===== src/rtl/refrPkg.sv =====
package refrPkg;
  typedef enum logic [1:0] {
    ST_IDLE,
    ST_REQ,
    ST_CYC
  } refrState_t;

  // strobes from control to datapath
  typedef struct packed {
    logic dsEn;   // a data strobe is driven this cycle
    logic fin;    // cycle completed normally
    logic err;    // cycle completed with bus error
  } pathCtl_t;
endpackage


===== src/rtl/refrCtrl.sv =====
module refrCtrl
  import refrPkg::*;
#(
  parameter int OVW = 8,
  parameter logic [2:0] REFR_FC = 3'b101
) (
  input  logic           clk,
  input  logic           rstN,
  input  logic           reqN,
  input  logic           busGrant,
  input  logic           dtackN,
  input  logic           berrN,
  output logic           busReq,
  output logic           busClr,
  output logic           asN,
  output logic [2:0]     fcOut,
  output pathCtl_t       ctl,
  output logic [OVW-1:0] overrunCnt
);
  localparam logic [1:0] PEND_MAX = 2'd2;
  localparam logic [OVW-1:0] OV_SAT = {OVW{1'b1}};

  refrState_t stateQ, stateNext;
  logic reqQ;
  logic [1:0] pendQ, pendNext;
  logic fallEdge, cycEnd, dropReq;

  assign fallEdge = reqQ & ~reqN;
  assign cycEnd   = (stateQ == ST_CYC) && (!dtackN || !berrN);
  assign dropReq  = fallEdge && (pendQ == PEND_MAX) && !cycEnd;

  always_comb begin
    pendNext = pendQ;
    if (cycEnd) pendNext = pendNext - 2'd1;
    if (fallEdge && !dropReq) pendNext = pendNext + 2'd1;
  end

  always_comb begin
    stateNext = stateQ;
    unique case (stateQ)
      ST_IDLE: if (pendQ != 2'd0) stateNext = ST_REQ;
      ST_REQ:  if (busGrant) stateNext = ST_CYC;
      ST_CYC:  if (cycEnd) stateNext = ST_IDLE;
      default: stateNext = ST_IDLE;
    endcase
  end

  always_ff @(posedge clk) begin
    if (!rstN) begin
      stateQ     <= ST_IDLE;
      reqQ       <= 1'b1;
      pendQ      <= 2'd0;
      overrunCnt <= '0;
    end else begin
      stateQ <= stateNext;
      reqQ   <= reqN;
      pendQ  <= pendNext;
      if (dropReq && overrunCnt != OV_SAT) overrunCnt <= overrunCnt + 1'b1;
    end
  end

  assign busReq  = (stateQ != ST_IDLE);
  assign busClr  = (stateQ != ST_IDLE);
  assign asN     = (stateQ != ST_CYC);
  assign fcOut   = (stateQ == ST_CYC) ? REFR_FC : 3'b000;
  assign ctl.dsEn = (stateQ == ST_CYC);
  assign ctl.fin  = cycEnd && berrN;
  assign ctl.err  = cycEnd && !berrN;

  // never more than two requests held
  assert_pend_bound_R8: assert property (@(posedge clk) disable iff (!rstN)
    pendQ <= PEND_MAX);

  // address strobe only begins after a grant was seen
  assert_grant_first_R3: assert property (@(posedge clk) disable iff (!rstN)
    $fell(asN) |-> $past(busGrant));

  // strobe released the cycle after acknowledge or bus error
  assert_release_R3: assert property (@(posedge clk) disable iff (!rstN)
    (!asN && (!dtackN || !berrN)) |=> asN);

  // function code only during a strobed cycle
  assert_fc_window_R5: assert property (@(posedge clk) disable iff (!rstN)
    (fcOut != 3'b000) |-> !asN);

  // bus request held for the whole strobed cycle
  assert_req_held_R3: assert property (@(posedge clk) disable iff (!rstN)
    !asN |-> busReq);
endmodule


===== src/rtl/refrPath.sv =====
module refrPath
  import refrPkg::*;
#(
  parameter int AW = 16,
  parameter int ERRW = 16,
  parameter logic [ERRW-1:0] ERR_CODE = 16'h0001
) (
  input  logic            clk,
  input  logic            rstN,
  input  pathCtl_t        ctl,
  input  logic [AW-1:0]   cfgBase,
  input  logic [AW-1:0]   cfgEnd,
  output logic [AW-1:0]   addrOut,
  output logic            udsN,
  output logic            ldsN,
  output logic [ERRW-1:0] errChan
);
  logic [AW-1:0] addrQ;
  logic          addrLive;
  logic [AW-1:0] addrStep;

  // before the first completed cycle, the pointer sits at the base
  assign addrOut  = addrLive ? addrQ : cfgBase;
  assign addrStep = (addrOut == cfgEnd) ? cfgBase : addrOut + 1'b1;

  always_ff @(posedge clk) begin
    if (!rstN) begin
      addrQ    <= '0;
      addrLive <= 1'b0;
      errChan  <= '0;
    end else begin
      if (ctl.fin) begin
        addrQ    <= addrStep;
        addrLive <= 1'b1;
      end
      if (ctl.err) errChan <= ERR_CODE;
    end
  end

  assign udsN = !(ctl.dsEn && !addrOut[0]);
  assign ldsN = !(ctl.dsEn &&  addrOut[0]);

  // byte read drives exactly one lane
  assert_one_lane_R4: assert property (@(posedge clk) disable iff (!rstN)
    ctl.dsEn |-> ($countones({udsN, ldsN}) == 1));

  // bus error leaves the pointer where it was
  assert_berr_hold_R7: assert property (@(posedge clk) disable iff (!rstN)
    ctl.err |=> ($stable(addrQ) && $stable(addrLive)));

  // error channel gets the fixed code
  assert_err_code_R7: assert property (@(posedge clk) disable iff (!rstN)
    ctl.err |=> (errChan == ERR_CODE));

  // completion at the end address wraps to the base
  assert_wrap_R6: assert property (@(posedge clk) disable iff (!rstN)
    (ctl.fin && addrOut == cfgEnd) ##1 $stable(cfgBase) |-> (addrOut == cfgBase));
endmodule


===== src/rtl/refreshEngine.sv =====
module refreshEngine
  import refrPkg::*;
#(
  parameter int AW = 16,
  parameter int OVW = 8,
  parameter logic [2:0] REFR_FC = 3'b101
) (
  input  logic           clk,
  input  logic           rstN,
  input  logic           reqN,
  input  logic [AW-1:0]  cfgBase,
  input  logic [AW-1:0]  cfgEnd,
  input  logic           busGrant,
  input  logic           dtackN,
  input  logic           berrN,
  output logic           busReq,
  output logic           busClr,
  output logic           asN,
  output logic           udsN,
  output logic           ldsN,
  output logic [2:0]     fcOut,
  output logic [AW-1:0]  addrOut,
  output logic [15:0]    errChan,
  output logic [OVW-1:0] overrunCnt
);
  pathCtl_t ctl;

  refrCtrl #(.OVW(OVW), .REFR_FC(REFR_FC)) u_ctrl (
    .clk(clk), .rstN(rstN), .reqN(reqN), .busGrant(busGrant),
    .dtackN(dtackN), .berrN(berrN), .busReq(busReq), .busClr(busClr),
    .asN(asN), .fcOut(fcOut), .ctl(ctl), .overrunCnt(overrunCnt)
  );

  refrPath #(.AW(AW), .ERRW(16), .ERR_CODE(16'h0001)) u_path (
    .clk(clk), .rstN(rstN), .ctl(ctl), .cfgBase(cfgBase), .cfgEnd(cfgEnd),
    .addrOut(addrOut), .udsN(udsN), .ldsN(ldsN), .errChan(errChan)
  );

  // lane follows address parity at the ports
  assert_lane_parity_R4: assert property (@(posedge clk) disable iff (!rstN)
    !asN |-> (ldsN == !addrOut[0]) && (udsN == addrOut[0]));
endmodule


===== config.mk =====
export PLATFORM = sky130hd
export DESIGN_NAME = refreshEngine
export DESIGN_NICKNAME = d
export VERILOG_FILES = /design/src/rtl/refrPkg.sv /design/src/rtl/refrCtrl.sv /design/src/rtl/refrPath.sv /design/src/rtl/refreshEngine.sv
export SDC_FILE = /design/constraint.sdc
export NUM_CORES = 1
export LEC_CHECK = 0
export BUFFER_PORTS_ARGS = -buffer_cell sky130_fd_sc_hd__buf_2
export CAP_MARGIN = 20
export CORE_ASPECT_RATIO = 0.7
export CORE_MARGIN = 2
export CORE_UTILIZATION = 23
export CTS_CLUSTER_DIAMETER = 50
export DETAILED_ROUTE_END_ITERATION = 10
export HOLD_SLACK_MARGIN = 0.15
export PLACE_DENSITY = 0.48
export SETUP_SLACK_MARGIN = 0.05
export SYNTH_ARGS = -nofsm -noshare
export SYNTH_HDL_FRONTEND = slang
export SYNTH_SLANG_ARGS = --single-unit

===== constraint.sdc =====
create_clock -name clk -period 2.7 [get_ports clk]
set_input_delay 0.54 -clock clk [delete_from_list [all_inputs] [get_ports clk]]
set_output_delay 0.54 -clock clk [all_outputs]
set_load 0.005 [all_outputs]

==> summary.txt <==
Status - complete, no violations
Final Net Count - 393
WHS - 0.456 ns
CTS Sinks - 31
Post-synth top area share - 27.1%
Critical Path Max Stage Delay - 0.41 ns
Critical Path Slowest Stage Cell - dfxtp_2
Final Critical Period - 2.38 ns
Met2 GRT Util - 16.9%
Share of layout cells above drive strength 1 - 27.8%
Post-route ant nets - 0
Avg Cell Area, Syn - 8.21 µm²
Io pins - 86
Post-synthesis cell type count - 41
Via count - 2190
DRC viols - 0
Setup TNS - 0 ns
Number of enable flip-flop cells after synthesis - 0
Reg2Reg Setup Slack - 0.32 ns
WL per Instance - 13.9 µm
FMAX - 0.420 GHz
Worst-skew pair later-pin latency - 0.27 ns
Post-Syn Area - 0.00229 mm²
Sw frac - 26.8%
Vias in the first global route - 1959
Leakage - 1.33 nW
Pre-CTS setup slack - 0.239 ns
WL final - 6650 µm
DRT iter0 DRCs - 178
Fillers - 1071
Async SR Flop Fraction - 0%
Vias per std cell - 4.56
Delay-heaviest family, CP - simple AND/OR/NAND/NOR gates
Seq pwr share - 38.4%
Comb pwr share - 19.8%
GRT met3 Usage - 3.73%
Root buffer cell - clkbuf_16
Longest Clk Path Bufs - 2
Clk pwr share - 41.7%
Clock transition at the registers of the reported paths - 0.05 ns
Die Y-Extent - 87.5 µm
Pwr dens - 439 mW/mm²
Kind of critical path - flop to flop
GR peak layer - met1
Crit path max fanout - 16
Internal power - 0.926 mW
Initial Util - 23.6%
RSZ-0062 raised after global routing - false
CTS tree - done
YS warnings - 0
Syn Inst Count - 279
Total Routing Usage GR - 12.5%
Crit start category - flop
Crit path DAT - 2.58 ns
Buf+Inv Stages, Crit Path - 2
Grt met1 use - 19.1%
Final worst setup slack - 0.316 ns
CP endpoint kind - flop
Synth-to-Final Area Change - 25.7%
Setup-failing EPs final - 0
Setup bufs post-CTS - 0
# diodes - 0
Total die area - 0.0108 mm²
First-pass GRT wire length - 10300 µm
Worst Max-Slew Pin Slew - 0.519 ns
Maxcap violations - 0
Port Buf Inserts - 69
Sw power - 0.338 mW
1st-pass router iterations - 4
Synth top area cells - dfxtp_1, mux2i_1, xnor2_1, buf_4, xor2_1
Final period util - 88.3%
Die Width - 123 µm
Data required, critical path - 2.89 ns
Most common flop cell mapped by yosys - dfxtp_1
Synth area leader - dfxtp_1
H-tree lvl count - 2
Final hold vios - 0
Count leader, synth - dfxtp_1
Seq cells post-synth - 31
Grt ovf - 0
CTS buffer count - 5
Post-Route Skew - 0.00648 ns
Final Slew Violations - 0
Post-DP HPWL - 5270 µm
Type of the worst min-delay path - flop to flop
Max-slew headroom at the worst pin - 65.3%
Leading cell types by count after synthesis - dfxtp_1, mux2i_1, xnor2_1
Core Region - 0.00968 mm²
Max VDD drop - 0.000231 V
Gpl congestion - 0.815
Core Rows - 30
CP Cell Sequence - buf_12, mux2_4, xor2_1, nor4_1, nand4_1, buf_4, or2_0, a31oi_1
Initial antenna violation count - 0
Largest net degree at the start of global routing - 34
Register area share after synthesis - 27.1%
## final timing paths
check,startpoint,endpoint,cells past startpoint
max reg2reg,u_path.addrLive$_SDFFE_PN0P_,u_path.addrQ[0]$_SDFFE_PN0P_,8
max,u_path.addrLive$_SDFFE_PN0P_,u_path.addrQ[0]$_SDFFE_PN0P_,8
min,u_ctrl.stateQ[1]$_SDFFE_PN0P_,u_ctrl.stateQ[0]$_SDFFE_PN0P_,1
min reg2reg,u_ctrl.stateQ[1]$_SDFFE_PN0P_,u_ctrl.stateQ[0]$_SDFFE_PN0P_,1
## area by class of cell
| class | count | area, µm² | share of cell area [%] |
|---|---|---|---|
| multi-input combinational | 216 | 1450 | 50.3 |
| clock inverter | 1 | 5.00 | 0.174 |
| tap | 128 | 160 | 5.56 |
| inverter | 15 | 56.3 | 1.96 |
| timing repair buffer | 82 | 455 | 15.8 |
| clock buffer | 7 | 133 | 4.61 |
| sequential | 31 | 622 | 21.6 |
## repair_timing
action | in CTS | in global routing
endpoints found under the hold margin | 0 | 0
endpoints found under the setup margin | 0 | 1
gates resized for setup | 0 | 1
hold buffers | 0 | 0
## metal layers
layer  vias to the layer above  wire, µm
met2                        76      2680
met1                      1022      3370
met5                         -         0
met4                         0        43
li1                       1088         -
met3                         4       558
## layout by cell type, fill, tap and decap left out, types with 5 or more instances in the layout
| master | instances |
|---|---|
| xnor2_1 | 21 |
| nand3_1 | 11 |
| xor2_1 | 12 |
| dfxtp_1 | 30 |
| mux2i_1 | 24 |
| nand2_1 | 14 |
| conb_1 | 16 |
| mux2_2 | 5 |
| buf_2 | 69 |
| clkbuf_16 | 5 |
| buf_4 | 12 |
| a21oi_1 | 18 |
| nand4_1 | 12 |
| inv_1 | 15 |
| o21ai_0 | 15 |
| nor2_1 | 20 |
| a22oi_1 | 5 |
## registers in the layout, indices dropped and copies added (netlist names)
| name | flops |
|---|---|
| u_path.addrQ | 16 |
| u_ctrl.pendQ | 2 |
| u_ctrl.reqQ | 1 |
| u_path.addrLive | 1 |
| u_ctrl.overrunCnt | 8 |
| u_path.errChan | 1 |
| u_ctrl.stateQ | 2 |
## logic make-up (layout without fill, tap and decap cells)
| group | count (synthesis) | count (layout) | synth area share, % |
|---|---|---|---|
| AO/OA/AOI/OAI | 50 | 50 | 12.9 |
| AND/OR/NAND/NOR | 82 | 82 | 18.7 |
| adder cells (fa/ha/maj) | 4 | 4 | 2.19 |
| XOR/XNOR | 33 | 33 | 12.6 |
| other | 1 | 16 | 0.164 |
| flip-flops | 31 | 31 | 27.1 |
| buffers and inverters | 47 | 105 | 12.1 |
| multiplexers | 31 | 31 | 14.2 |
## power groups by stage
stage | registers (mW) | logic (mW) | clock network, mW
2_1_floorplan | 0.492 | 0.173 | 0
5_1_grt | 0.488 | 0.282 | 0.573
3_3_place_gp | 0.495 | 0.251 | 0
3_5_place_dp | 0.495 | 0.251 | 0
4_1_cts | 0.485 | 0.252 | 0.543
6_report | 0.486 | 0.251 | 0.528
## per-stage QoR
stage               utilization [%]  std cells  cell area [µm²]  total power, mW
floorplan                         -        294             2350            0.664
global placement               28.3        472             2740            0.745
detailed placement             28.3        472             2740            0.746
CTS                            29.7        480             2880             1.28
global route                   29.7        480             2880             1.34
finish                         29.7        480             2880             1.26
Note: power is estimated with default switching activity, not from simulation.
